**src/rtl/cscan_pkg.sv**
```systemverilog
package cscan_pkg;
  localparam int NCH        = 8;
  localparam int CW         = $clog2(NCH);
  localparam int RES_W      = 12;
  localparam int FRAME_CLKS = 16;
  localparam int EDGES      = 2 * FRAME_CLKS;
  localparam int EW         = $clog2(EDGES);

  typedef enum logic [1:0] {
    ST_IDLE,
    ST_RUN,
    ST_GAP
  } scan_state_e;
endpackage

```
**src/rtl/cscan_tick.sv**
```systemverilog
module cscan_tick #(
  parameter int HALF_DIV = 2
) (
  input  logic clk,
  input  logic rst_n,
  input  logic run,
  output logic tick
);
  localparam int DW = $clog2(HALF_DIV + 1);

  logic [DW-1:0] div_q;

  assign tick = run && (div_q == DW'(HALF_DIV - 1));

  always_ff @(posedge clk) begin
    if (!rst_n)           div_q <= '0;
    else if (!run || tick) div_q <= '0;
    else                  div_q <= div_q + 1'b1;
  end

  // consecutive serial edges are never closer than two system cycles
  p_tick_spacing_r2: assert property (@(posedge clk) disable iff (!rst_n)
    tick |=> !tick);
endmodule

```
**src/rtl/cscan_next.sv**
```systemverilog
module cscan_next #(
  parameter int NCH = 8,
  localparam int CW = $clog2(NCH)
) (
  input  logic [NCH-1:0] mask,
  input  logic [CW-1:0]  cur,
  output logic [CW-1:0]  nxt
);
  logic          found;
  logic [CW-1:0] idx;

  // first enabled channel strictly after cur, wrapping; cur itself is checked last
  always_comb begin
    nxt   = cur;
    found = 1'b0;
    idx   = cur;
    for (int k = 1; k <= NCH; k++) begin
      idx = cur + CW'(k);
      if (!found && mask[idx]) begin
        nxt   = idx;
        found = 1'b1;
      end
    end
  end
endmodule

```
**src/rtl/cscan_rx.sv**
```systemverilog
module cscan_rx #(
  parameter int RES_W = 12
) (
  input  logic             clk,
  input  logic             rst_n,
  input  logic             sample,
  input  logic             sdi,
  output logic [RES_W-1:0] word_next
);
  logic [RES_W-2:0] sreg;

  assign word_next = {sreg, sdi};

  always_ff @(posedge clk) begin
    if (!rst_n)      sreg <= '0;
    else if (sample) sreg <= word_next[RES_W-2:0];
  end
endmodule

```
**src/rtl/conv_scan_master.sv**
```systemverilog
module conv_scan_master
  import cscan_pkg::*;
#(
  parameter int HALF_DIV     = 2,
  parameter int BURST_FRAMES = 4,
  parameter int GAP_CYCLES   = 16
) (
  input  logic        clk,
  input  logic        rst_n,
  input  logic        scan_en,
  input  logic        cont_mode,
  input  logic [7:0]  chan_mask,
  output logic        sclk,
  output logic        cs_n,
  output logic        mosi,
  input  logic        miso,
  output logic        res_valid,
  output logic [11:0] res_data,
  output logic [2:0]  res_chan
);
  localparam int FCW = $clog2(BURST_FRAMES + 1);
  localparam int GCW = $clog2(GAP_CYCLES + 1);

  scan_state_e      state_q;
  logic             tick, rise_tick;
  logic [EW-1:0]    edge_q;
  logic             fresh_q, first_q;
  logic [CW-1:0]    addr_q, tag_q, last_q;
  logic [CW-1:0]    nxt_from_last, nxt_from_addr;
  logic [FCW-1:0]   fcnt_q;
  logic [GCW-1:0]   gcnt_q;
  logic             sclk_q, cs_q, mosi_q, valid_q;
  logic [RES_W-1:0] data_q, word;
  logic [CW-1:0]    chan_q;
  logic             start_ok, cont_ok, tx_bit;
  logic [7:0]       tx_byte;

  cscan_tick #(.HALF_DIV(HALF_DIV)) u_tick (
    .clk(clk), .rst_n(rst_n), .run(state_q == ST_RUN), .tick(tick));

  cscan_next #(.NCH(NCH)) u_next_last (
    .mask(chan_mask), .cur(last_q), .nxt(nxt_from_last));

  cscan_next #(.NCH(NCH)) u_next_addr (
    .mask(chan_mask), .cur(addr_q), .nxt(nxt_from_addr));

  assign rise_tick = tick && !sclk_q;

  cscan_rx #(.RES_W(RES_W)) u_rx (
    .clk(clk), .rst_n(rst_n), .sample(rise_tick), .sdi(miso), .word_next(word));

  assign start_ok = scan_en && (|chan_mask);
  assign cont_ok  = start_ok && (cont_mode || fcnt_q != FCW'(BURST_FRAMES - 1));

  // address byte: code in bits 5:3, rest zero, sent MSB first on rising edges 1..8
  assign tx_byte = {2'b00, addr_q, 3'b000};
  assign tx_bit  = edge_q[EW-1] ? 1'b0 : tx_byte[3'd7 - edge_q[3:1]];

  always_ff @(posedge clk) begin
    if (!rst_n) begin
      state_q <= ST_IDLE;
      cs_q    <= 1'b1;
      sclk_q  <= 1'b1;
      mosi_q  <= 1'b0;
      valid_q <= 1'b0;
      data_q  <= '0;
      chan_q  <= '0;
      edge_q  <= '0;
      fresh_q <= 1'b0;
      first_q <= 1'b0;
      addr_q  <= '0;
      tag_q   <= '0;
      last_q  <= CW'(NCH - 1);
      fcnt_q  <= '0;
      gcnt_q  <= '0;
    end else begin
      valid_q <= 1'b0;
      unique case (state_q)
        ST_IDLE, ST_GAP: begin
          if (state_q == ST_GAP && !start_ok) begin
            state_q <= ST_IDLE;
          end else if (start_ok &&
                       (state_q == ST_IDLE || gcnt_q == GCW'(GAP_CYCLES - 1))) begin
            state_q <= ST_RUN;
            cs_q    <= 1'b0;
            mosi_q  <= 1'b0;
            edge_q  <= '0;
            fresh_q <= 1'b1;
            first_q <= 1'b1;
            tag_q   <= '0;
            addr_q  <= nxt_from_last;
            fcnt_q  <= '0;
          end else if (state_q == ST_GAP) begin
            gcnt_q <= gcnt_q + 1'b1;
          end
        end
        ST_RUN: begin
          if (tick) begin
            if (sclk_q) begin
              if (edge_q == '0 && !fresh_q) begin
                // frame boundary: continue or release select
                if (cont_ok) begin
                  sclk_q  <= 1'b0;
                  mosi_q  <= 1'b0;
                  edge_q  <= EW'(1);
                  tag_q   <= addr_q;
                  addr_q  <= nxt_from_addr;
                  first_q <= 1'b0;
                  fcnt_q  <= cont_mode ? '0 : fcnt_q + 1'b1;
                end else begin
                  cs_q    <= 1'b1;
                  edge_q  <= '0;
                  gcnt_q  <= '0;
                  state_q <= (start_ok && !cont_mode) ? ST_GAP : ST_IDLE;
                end
              end else begin
                sclk_q  <= 1'b0;
                mosi_q  <= tx_bit;
                edge_q  <= edge_q + 1'b1;
                fresh_q <= 1'b0;
              end
            end else begin
              sclk_q <= 1'b1;
              edge_q <= edge_q + 1'b1;
              if (edge_q == EW'(EDGES - 1)) begin
                valid_q <= 1'b1;
                data_q  <= word;
                chan_q  <= tag_q;
                if (!first_q) last_q <= tag_q;
              end
            end
          end
        end
        default: state_q <= ST_IDLE;
      endcase
    end
  end

  assign sclk      = sclk_q;
  assign cs_n      = cs_q;
  assign mosi      = mosi_q;
  assign res_valid = valid_q;
  assign res_data  = data_q;
  assign res_chan  = chan_q;

  // serial clock parked high while deselected
  p_sclk_parked_r2: assert property (@(posedge clk) disable iff (!rst_n)
    cs_q |-> sclk_q);
  // data line never moves at a rising serial edge
  p_mosi_stable_r4: assert property (@(posedge clk) disable iff (!rst_n)
    $rose(sclk_q) |-> $stable(mosi_q));
  // result strobe lasts one cycle
  p_valid_single_r6: assert property (@(posedge clk) disable iff (!rst_n)
    valid_q |=> !valid_q);
  // result strobe coincides with a rising edge inside a frame
  p_valid_on_rise_r6: assert property (@(posedge clk) disable iff (!rst_n)
    valid_q |-> ($rose(sclk_q) && !cs_q));
  // priming frame result is tagged input 0
  p_first_tag_r7: assert property (@(posedge clk) disable iff (!rst_n)
    (valid_q && first_q) |-> (chan_q == '0));
  // empty mask keeps select released
  p_mask_zero_idle_r9: assert property (@(posedge clk) disable iff (!rst_n)
    (cs_q && chan_mask == 8'h00) |=> cs_q);
endmodule

```
**config.mk**
```make
export PLATFORM = sky130hd
export DESIGN_NAME = conv_scan_master
export DESIGN_NICKNAME = d
export VERILOG_FILES = /design/src/rtl/cscan_pkg.sv /design/src/rtl/cscan_tick.sv /design/src/rtl/cscan_next.sv /design/src/rtl/cscan_rx.sv /design/src/rtl/conv_scan_master.sv
export SDC_FILE = /design/constraint.sdc
export NUM_CORES = 1
export LEC_CHECK = 0
export BUFFER_PORTS_ARGS = -buffer_cell sky130_fd_sc_hd__buf_2
export CORE_MARGIN = 2
export CORE_UTILIZATION = 30
export DETAILED_ROUTE_END_ITERATION = 6
export GPL_ROUTABILITY_DRIVEN = 0
export PLACE_DENSITY = 0.44
export REMOVE_ABC_BUFFERS = 1
export SETUP_SLACK_MARGIN = 0.4
export SLEW_MARGIN = 15
export SYNTH_ARGS = -nofsm -noshare
export SYNTH_HDL_FRONTEND = slang
export SYNTH_SLANG_ARGS = --single-unit
```
**constraint.sdc**
```tcl
create_clock -name clk -period 7.7 [get_ports clk]
set_clock_uncertainty 0.05 [all_clocks]
set_input_delay 1.54 -clock clk [delete_from_list [all_inputs] [get_ports clk]]
set_output_delay 1.54 -clock clk [all_outputs]
set_load 0.05 [all_outputs]
```
==> flow_summary_export.csv, run 1 <==
group,metric,value,unit
finish,layoutNonFillerInstCount,689,
routing,routed_wl,10.8,mm
logic_synthesis,ys_types,79,
sta,rsz0062_at_grt,"no",
routing,drtPass1Iterations,5,
place,dp_hpwl,7.69,mm
routing,drtAntennaViolNets,0,
pwr,switchingPower,265,uW
cts,clock_path_buffers,2,
pwr,seq_power_share,33.6,%
pwr,peakVddDrop,0.0889,mV
logic_synthesis,synth-main-ff-cell,"dfxtp_1",
global_routing,antenna_found_initial,0,
logic_synthesis,synth_edf_count,0,
global_routing,grt_pass1_wl,17.9,mm
outcome,status,"finished clean",
routing,first_iter_violations,348,
place,numPortBuffers,31,
finish,num-fill-cells,1459,
floorplan,core,0.0138,sq mm
floorplan,die_w,122,um
run,cap_violations,0,
sta,fin_ws,3720,ps
sta,slew_violations,0,
logic_synthesis,syn-cell-area,0.00419,sq mm
cts,cts_sinks,58,
worst_setup_path,required,7860,ps
logic_synthesis,ys_warn_count,0,
cts,cts_resized,0,
floorplan,io_pins,32,
logic_synthesis,synth_top_area_share,27.7,%
finish,finalNetCount,529,
pwr,swShare,28.1,%
finish,antenna_cells,0,
finish,final_layout_size_suffix_gt1_share,18.9,%
routing,vias,3637,
worst_setup_path,startpoint_type,"register",
logic_synthesis,syn-instance-count,494,
place,dp_slack,3770,ps
cts,holdBufCountCts,0,
finish,seqCellArea,0.00116,sq mm
cts,cts_tree,"built",
sta,worstMarginPinSlew,948,ps
sta,setup_viol,0,
cts,htree_levels,3,
cts,clkTransAtPathRegs,50,ps
sta,hold_viol,0,
logic_synthesis,synth_top_area_cell,"dfxtp_1",
routing,vias_per_cell,5.28,
pwr,powerDensity,199,mW/mm^2
routing,drc,0,
finish,multi_input_area,0.00279,sq mm
floorplan,start_util,30.4,%
logic_synthesis,ys_top_cells_by_area,"dfxtp_1, mux4_2, nand2_1",
worst_setup_path,cp-end-kind,"register",
floorplan,die_area,0.0149,sq mm
global_routing,track_usage,15.1,%
routing,detail_route.wl_per_cell,15.7,um
worst_setup_path,cp_max_fo,16,
pwr,combPwrFrac,20.6,%
cts,post_cts_buffers,0,
floorplan,rows,43,
sta,period_minus_slack,3980,ps
finish,area_delta_synth_final,13.2,%
global_routing,overflow,0,
sta,tns,0,ps
global_routing,grt_max_degree,47,
logic_synthesis,ys_seq_area_share,27.7,%
worst_setup_path,critical_path_arrival,4150,ps
logic_synthesis,avgSynthCellArea,8.48,sq um
cts,clkLatencyLatePin,330,ps
worst_hold_path,hp-class,"register to register",
finish,final_util,34.4,%
place,placedCellCount,673,
pwr,clkPwrFrac,45.7,%
logic_synthesis,ys_ff_latch,58,
sta,fmax,251,MHz
sta,finalCritPeriodShare,51.7,%
sta,slew_headroom,36.7,%
pwr,p_leak,1.77,nW
worst_setup_path,criticalPathCategory,"register to register",
logic_synthesis,async_flop_share,0,%
cts,cts_made_buffers,9,
pwr,internal_power,678,uW
cts,clockRootBuffer,"clkbuf_16",
global_routing,grt_pass1_vias,3447,
floorplan,die_y,122,um
## routing by layer
| metal | part of all wire (%) | GRT usage, % |
|---|---|---|
| met1 | 50 | 21.1 |
| met2 | 45 | 23.6 |
| met3 | 3.8 | 3.79 |
| met4 | 0.98 | 3.16 |
| met5 | 0 | 0 |
## stage by stage
step	hold WS [ps]	area, sq um	power, mW
floorplan	347	4030	0.468
detailed placement	363	4420	0.516
global placement	356	4420	0.517
finish	367	4740	0.944
CTS	373	4740	0.952
global route	408	4740	0.987
## cell type report
| cell class | count | area share [%] |
|---|---|---|
| Tap cell | 180 | 4.75 |
| Clock inverter | 6 | 1.87 |
| Inverter | 22 | 1.74 |
| Clock buffer | 10 | 5.04 |
| Sequential cell | 58 | 24.5 |
| Multi-Input combinational cell | 381 | 58.7 |
| Timing Repair Buffer | 32 | 3.43 |
## cell usage in the layout, fill, tap and decap left out, drive strengths merged, types with 10 or more instances in the layout
cell type / instances
clkbuf: 10
mux2i: 19
nand2: 89
o21ai: 12
nor2: 36
a21oi: 45
inv: 21
dfxtp: 58
buf: 32
ha: 12
nand3: 11
mux4: 19
## kinds of logic after synthesis
logic type	Yosys count	share of synthesized area [%]
muxes	47	18.9
adders and majority gates	12	3.58
xor gates and xnor gates	9	2.06
AOI/OAI and AO/OA	112	17.8
and+or+nand+nor	201	24.1
buffers and inverters	55	5.82
DFF	58	27.7
## registers in the layout, summed over array words and instances, names as in the netlist, 2 cells and up
name / flops
edge_q: 5
addr_q: 3
u_tick.div_q: 2
fcnt_q: 3
res_chan: 3
u_rx.sreg: 11
state_q: 2
tag_q: 3
last_q: 3
gcnt_q: 5
res_data: 12
## critical path, stage by stage (launching register included)
cell and delay, ps:
dfxtp_1 780, clkinv_1 460, ha_1 680, mux4_2 620, mux2i_2 340, nand2b_4 110
o311ai_1 310, mux2_1 370, o211a_1 140
## Yosys cell counts (all sizes together) (3+ instances only)
cell type / count
nand4: 6
nand2: 89
o211ai: 6
o21ai: 12
nor2: 36
nand3: 11
and2: 8
a22oi: 5
buf: 13
o221ai: 5
mux4: 19
a211oi: 3
nand2b: 6
nor4: 7
a31oi: 6
mux2: 9
dfxtp: 58
o21a: 3
inv: 20
nor3: 9
clkbuf: 20
ha: 12
nand3b: 3
o22ai: 3
nand4b: 3
mux2i: 19
xor2: 6
a21oi: 45
xnor2: 3
and3: 5
## worst paths after layout
| check | start | endpoint | slack, ps | cells after the start |
|---|---|---|---|---|
| worst max-delay path | addr_q[1] | addr_q[1] | 3720 | 8 |
| worst min-delay path | u_tick.div_q[0] | u_tick.div_q[0] | 370 | 1 |
| worst max register to register | addr_q[1] | addr_q[1] | 3720 | 8 |
| worst min register to register | u_tick.div_q[0] | u_tick.div_q[0] | 370 | 1 |
## power groups by stage
stage	sequential, mW	clock, mW	combinational, mW
after floorplan	0.323	0	0.145
after global placement	0.323	0	0.194
after detailed placement	0.323	0	0.193
after CTS	0.317	0.440	0.195
after global routing	0.318	0.457	0.212
final	0.317	0.432	0.195
(Power assumes the default switching activity.)
==> run 2, diff against run 1 <==
--- a/config.mk
+++ b/config.mk
@@ -5,6 +5,7 @@
 export SDC_FILE = /design/constraint.sdc
 export NUM_CORES = 1
 export LEC_CHECK = 0
+export ABC_AREA = 1
 export BUFFER_PORTS_ARGS = -buffer_cell sky130_fd_sc_hd__buf_2
 export CORE_MARGIN = 2
 export CORE_UTILIZATION = 30
==> constraint.sdc (replaced) <==
create_clock -name clk -period 3.7 [get_ports clk]
set_clock_uncertainty 0.05 [all_clocks]
set_input_delay 0.74 -clock clk [delete_from_list [all_inputs] [get_ports clk]]
set_output_delay 0.74 -clock clk [all_outputs]
set_load 0.05 [all_outputs]
==> run 2 against run 1 <==
  * Area after synthesis fell by 8.6%
  * Flip-flop and latch count unchanged
  * Sequential share of layout area rose by 1.7 points
  * Via count up 3.1%
  * Wire length is 7.5% lower
  * Non-clock buffer count grew 6
  * Final cell count up 15%
  * First-iteration DRC count down 42%
  * Hold slack improved by 23 ps
  * Critical endpoint unchanged
  * Highest routed layer unchanged
==> flow_summary_export.csv, run 2 <==
group,metric,value,unit
global_routing,antenna_found_initial,0,
worst_hold_path,hold-path-cell-count,1,
logic_synthesis,ys_ff_latch,58,
sta,tns,0,ps
worst_setup_path,cp_max_fo,12,
cts,clkLatencyLatePin,320,ps
logic_synthesis,ys_seq_area_share,30.3,%
logic_synthesis,synth_top_cells_by_count,"nand2_1, nand3_1, dfxtp_1",
worst_hold_path,hp-class,"register to register",
routing,drc,0,
floorplan,die_w,117,um
worst_setup_path,r2r_cells,16,
routing,vias_per_cell,4.73,
sta,slew_headroom,50.9,%
cts,holdBufCountCts,0,
logic_synthesis,avgSynthCellArea,6.54,sq um
worst_hold_path,worstHoldStart,"u_tick.div_q[0]",
global_routing,met3_usage,2.37,%
logic_synthesis,yosysMostFrequentCell,"nand2_1",
finish,final_layout_size_suffix_gt1_share,16.5,%
worst_setup_path,r2r_setup_slack,710,ps
logic_synthesis,ys_warn_count,0,
sta,fmax,335,MHz
worst_setup_path,required,3840,ps
floorplan,start_util,30.6,%
logic_synthesis,ys_types,43,
sta,rsz0062_at_grt,"no",
logic_synthesis,syn-cell-area,0.00383,sq mm
worst_setup_path,criticalPathCategory,"register to register",
global_routing,grt_busiest_layer,"met2",
place,dp_slack,722,ps
cts,cts_tree,"built",
finish,area_delta_synth_final,16.0,%
finish,largest_reg_flops,12,
finish,multi_input_area,0.00230,sq mm
logic_synthesis,synth-main-ff-cell,"dfxtp_1",
global_routing,met1_usage,19.8,%
sta,hold_viol,0,
cts,clkTransAtPathRegs,50,ps
pwr,p_leak,2.11,nW
worst_setup_path,critical_path_arrival,3130,ps
sta,worstMarginPinSlew,734,ps
finish,final_cell_mix,"nand2_1, nand3_1, dfxtp_1, nor2_1, inv_1",
global_routing,grt_max_degree,34,
sta,fin_ws,711,ps
cts,cts_sinks,58,
floorplan,rows,41,
logic_synthesis,synth_edf_count,0,
routing,vias,3748,
routing,routed_wl,10.0,mm
cts,clockRootBuffer,"clkbuf_16",
routing,drtPass1Iterations,7,
global_routing,grt_pass1_wl,17.0,mm
sta,slew_violations,0,
global_routing,overflow,0,
logic_synthesis,syn-instance-count,585,
cts,clock_path_buffers,2,
outcome,status,"finished clean",
worst_setup_path,startpoint_type,"register",
finish,num-fill-cells,1422,
sta,finalCritPeriodShare,80.8,%
logic_synthesis,synth_top_area_share,30.3,%
global_routing,track_usage,15.8,%
place,dp_hpwl,7.55,mm
finish,finalNetCount,642,
finish,final_common_cell,"nand2_1",
floorplan,die_y,117,um
floorplan,die_area,0.0137,sq mm
pwr,peakVddDrop,0.347,mV
finish,seqCellArea,0.00116,sq mm
cts,post_cts_buffers,0,
run,cap_violations,0,
global_routing,grt_pass1_vias,3698,
logic_synthesis,synth_top_area_cell,"dfxtp_1",
sta,period_minus_slack,2990,ps
cts,cts_made_buffers,9,
place,numPortBuffers,31,
cts,htree_levels,3,
floorplan,io_pins,32,
worst_hold_path,holdPathEnd,"u_tick.div_q[0]",
logic_synthesis,async_flop_share,0,%
global_routing,grt_use_met2,27.5,%
pwr,powerDensity,750,mW/mm^2
cts,cts_resized,0,
sta,fin_hold_ws,390,ps
worst_setup_path,r2r_end,"addr_q[1]",
floorplan,core,0.0125,sq mm
routing,drtAntennaViolNets,0,
logic_synthesis,ys_top_cells_by_area,"dfxtp_1, nand2_1, nand3_1",
worst_setup_path,r2r-start,"last_q[0]",
routing,detail_route.wl_per_cell,12.7,um
worst_setup_path,cp-end-kind,"register",
sta,setup_viol,0,
routing,first_iter_violations,203,
finish,antenna_cells,0,
run 2: changes by cell type in the layout (fill, tap and decap cells not counted), sizes merged, moves of 9 or more:
| cell | change |
|---|---|
| inv | +45 |
| mux4 | -19 |
| mux2i | -19 |
| nor2 | +25 |
| nand3 | +78 |
| mux2 | -9 |
| a21oi | -20 |
| nand2 | +78 |
| o21ai | +30 |
run 2: how the worst max path moves through the flow:
stage | startpoint | endpoint | slack [ps] | depth (start not counted)
CTS | last_q[0] | addr_q[1] | 710 | 16
finish | last_q[0] | addr_q[1] | 710 | 16
detailed placement | last_q[0] | addr_q[1] | 720 | 16
floorplan | addr_q[1] | addr_q[1] | 1220 | 14
global route | last_q[0] | addr_q[1] | 400 | 16
global placement | last_q[0] | addr_q[1] | 750 | 16
run 2: per-stage QoR:
step | cell area (sq um) | power, mW | util (%) | std cells
final | 4440 | 3.33 | 35.5 | 792
after global routing | 4440 | 3.62 | 35.5 | 792
after CTS | 4440 | 3.37 | 35.5 | 792
after detailed placement | 4150 | 2.53 | 33.2 | 778
after global placement | 4150 | 2.54 | 33.2 | 778
after floorplan | 3730 | 2.15 | - | 568
run 2: cell type report:
type / count / area share [%]
inverters: 69 / 6.00
clock inverters: 3 / 0.901
well taps: 172 / 4.84
multi-input cells: 441 / 51.8
clock buffers: 11 / 5.69
repair buffers: 38 / 4.67
flip-flops and latches: 58 / 26.1
run 2: logic make-up (layout without fill, tap and decap cells):
kind of cell    after synthesis  count (layout)  synth area share (%)
flops                        58              58                  30.3
buf+inv                      86             121                  9.61
xor+xnor                      7               7                  2.88
compound gates               83              83                  12.3
fa+ha+maj                    12              12                  3.92
simple gates                339             339                  41.0
run 2: routing by layer:
metal | wire [um] | part of all wire, %
met5 | 0 | 0
met3 | 269 | 2.7
met4 | 120 | 1.2
met2 | 4770 | 48
met1 | 4870 | 49
run 2: worst max-delay path, stage by stage, from the launching register on:
cell      delay [ps]
dfxtp_1          560
inv_2            180
ha_1             420
inv_1            220
nand3_1          120
nand3_1          140
nand2_1          120
inv_1            120
nand3_2           90
nor2_4           140
nand3b_1         140
o21ai_0          180
inv_1             50
nand2_1           60
nand3_1          110
nand2_1          110
a21oi_2           50
run 2: power breakdown:
part	switching [mW]	total [mW]	internal, mW
Sequential	0.0951	0.807	0.712
Clock	0.260	0.805	0.546
Combinational	1.17	1.72	0.553
Total	1.52	3.33	1.81
==> run 3, diff against run 2 <==
==> constraint.sdc (replaced) <==
create_clock -name clk -period 2.9 [get_ports clk]
set_clock_uncertainty 0.05 [all_clocks]
set_input_delay 0.58 -clock clk [delete_from_list [all_inputs] [get_ports clk]]
set_output_delay 0.58 -clock clk [all_outputs]
set_load 0.05 [all_outputs]
==> run 3 against run 2 <==
  * Core utilization is 1.1 points higher
  * Final cell count increased by 1.6%
  * Combinational power increased by 35%
  * Die area unchanged
  * Setup slack got worse by 140 ps
  * Fmax rose by 29%
  * First-iteration DRC count up 23%
  * Flip-flop and latch count unchanged
==> flow_summary_export.csv, run 3 (synthesis results as in run 2) <==
group,metric,value,unit
worst_hold_path,hp-class,"register to register",
cts,cts_tree,"built",
cts,htree_levels,3,
worst_setup_path,crit_chain,"inv_4 > ha_4 > inv_4 > nand3_1 > nand3_1 > nand2_2 > inv_2 > nand3_2 > nor2_4 > nand3b_1 > o21ai_0 > inv_1 > nand2_1 > nand3_1 > nand2_1 > a21oi_2",
global_routing,grt_max_degree,34,
sta,rsz0062_at_grt,"no",
finish,num-fill-cells,1383,
sta,fin_hold_ws,383,ps
floorplan,die_y,117,um
routing,drtAntennaViolNets,0,
sta,period_minus_slack,2320,ps
floorplan,start_util,30.6,%
worst_setup_path,startpoint_type,"register",
finish,antenna_cells,0,
worst_setup_path,cpMaxStageDelayCell,"dfxtp_2",
sta,finalCritPeriodShare,80.2,%
routing,drc,0,
sta,fin_ws,575,ps
global_routing,overflow,0,
routing,vias,3853,
finish,finalNetCount,654,
global_routing,antenna_found_initial,0,
routing,detail_route.wl_per_cell,12.9,um
floorplan,io_pins,32,
routing,vias_per_cell,4.79,
worst_setup_path,required,3070,ps
global_routing,grt_pass1_vias,3578,
worst_setup_path,critPathMaxStageDelay,340,ps
pwr,p_leak,2.16,nW
place,place_area,0.00418,sq mm
worst_setup_path,critical_path_arrival,2490,ps
worst_setup_path,cp_max_fo,10,
worst_hold_path,hold-path-cell-count,1,
global_routing,track_usage,15.9,%
sta,slew_headroom,70.2,%
sta,hold_viol,0,
sta,slew_violations,0,
cts,clkLatencyLatePin,320,ps
routing,routed_wl,10.3,mm
floorplan,die_w,117,um
run,cap_violations,0,
floorplan,die_area,0.0137,sq mm
finish,final_cell_area,0.00458,sq mm
pwr,total_power,4.36,mW
finish,area_delta_synth_final,19.6,%
finish,largest_reg_flops,12,
finish,final_layout_size_suffix_gt1_share,19.6,%
place,dp_slack,239,ps
finish,final_cell_mix,"nand2_1, nand3_1, dfxtp_1, nor2_1, inv_1",
pwr,peakVddDrop,0.429,mV
sta,setup_viol,0,
worst_setup_path,path_common_cell,"nand3_1",
routing,first_iter_violations,250,
pwr,powerDensity,952,mW/mm^2
global_routing,grt_pass1_wl,17.1,mm
cts,cts_made_buffers,9,
place,numPortBuffers,31,
sta,tns,0,ps
sta,worstMarginPinSlew,442,ps
floorplan,rows,41,
cts,clockRootBuffer,"clkbuf_16",
cts,cts_sinks,58,
worst_setup_path,cp-end-kind,"register",
worst_setup_path,r2r_cells,16,
floorplan,core,0.0125,sq mm
routing,drtPass1Iterations,4,
cts,clock_path_buffers,2,
cts,clkTransAtPathRegs,50,ps
cts,holdBufCountCts,0,
outcome,status,"finished clean",
sta,fmax,430,MHz
place,dp_hpwl,7.77,mm
finish,final_common_cell,"nand2_1",
worst_setup_path,criticalPathCategory,"register to register",
run 3: cell types whose count changed in the layout (fill, tap and decap cells not counted), moves of 3 or more:
cell / change
o21ai_0: -3
inv_4: +3
buf_4: +10
inv_1: -3
run 3: report_power, final:
part	total, mW	switching, mW	internal (mW)
Combinational	2.33	1.54	0.790
Clock	1.02	0.337	0.679
Sequential	1.01	0.105	0.909
run 3: routing by layer:
layer	up-vias	share of wire [%]	track usage (%)
met5	-	0	0
met4	0	1.3	5.57
met3	12	2.8	2.52
met2	57	48	27.2
met1	1774	47	20.4
li1	2010	-	-
run 3: layout make-up:
class,instances,area (sq um),share of cell area [%]
flip-flops and latches,58,1160,25.4
multi-input cells,441,2330,51.0
well taps,172,215,4.70
inverters,69,274,5.98
repair buffers,50,305,6.67
clock buffers,12,246,5.38
clock inverters,3,40.0,0.874
run 3: repair_timing:
item	in CTS	in global routing
pin swaps	0	1
buffers inserted	1	7
hold endpoints to repair	0	0
resized for setup	4	17
setup endpoints to repair	3	3
run 3: per-stage QoR:
stage / instances / utilization, %
2_1_floorplan: 568 / -
3_3_place_gp: 782 / 33.4
3_5_place_dp: 782 / 33.4
4_1_cts: 798 / 35.8
5_1_grt: 805 / 36.6
6_report: 805 / 36.6
run 3: final timing paths:
kind	slack (ps)	to	from
max	580	addr_q[1]	last_q[0]
min	380	u_tick.div_q[0]	u_tick.div_q[0]
max reg2reg	580	addr_q[1]	last_q[0]
min reg2reg	380	u_tick.div_q[0]	u_tick.div_q[0]
run 3: critical path: cells and delay by family, from the launching register on:
kind,cells,cell delay [ps]
flops,1,340
simple gates,9,1020
buf+inv,4,300
fa+ha+maj,1,280
compound gates,2,210
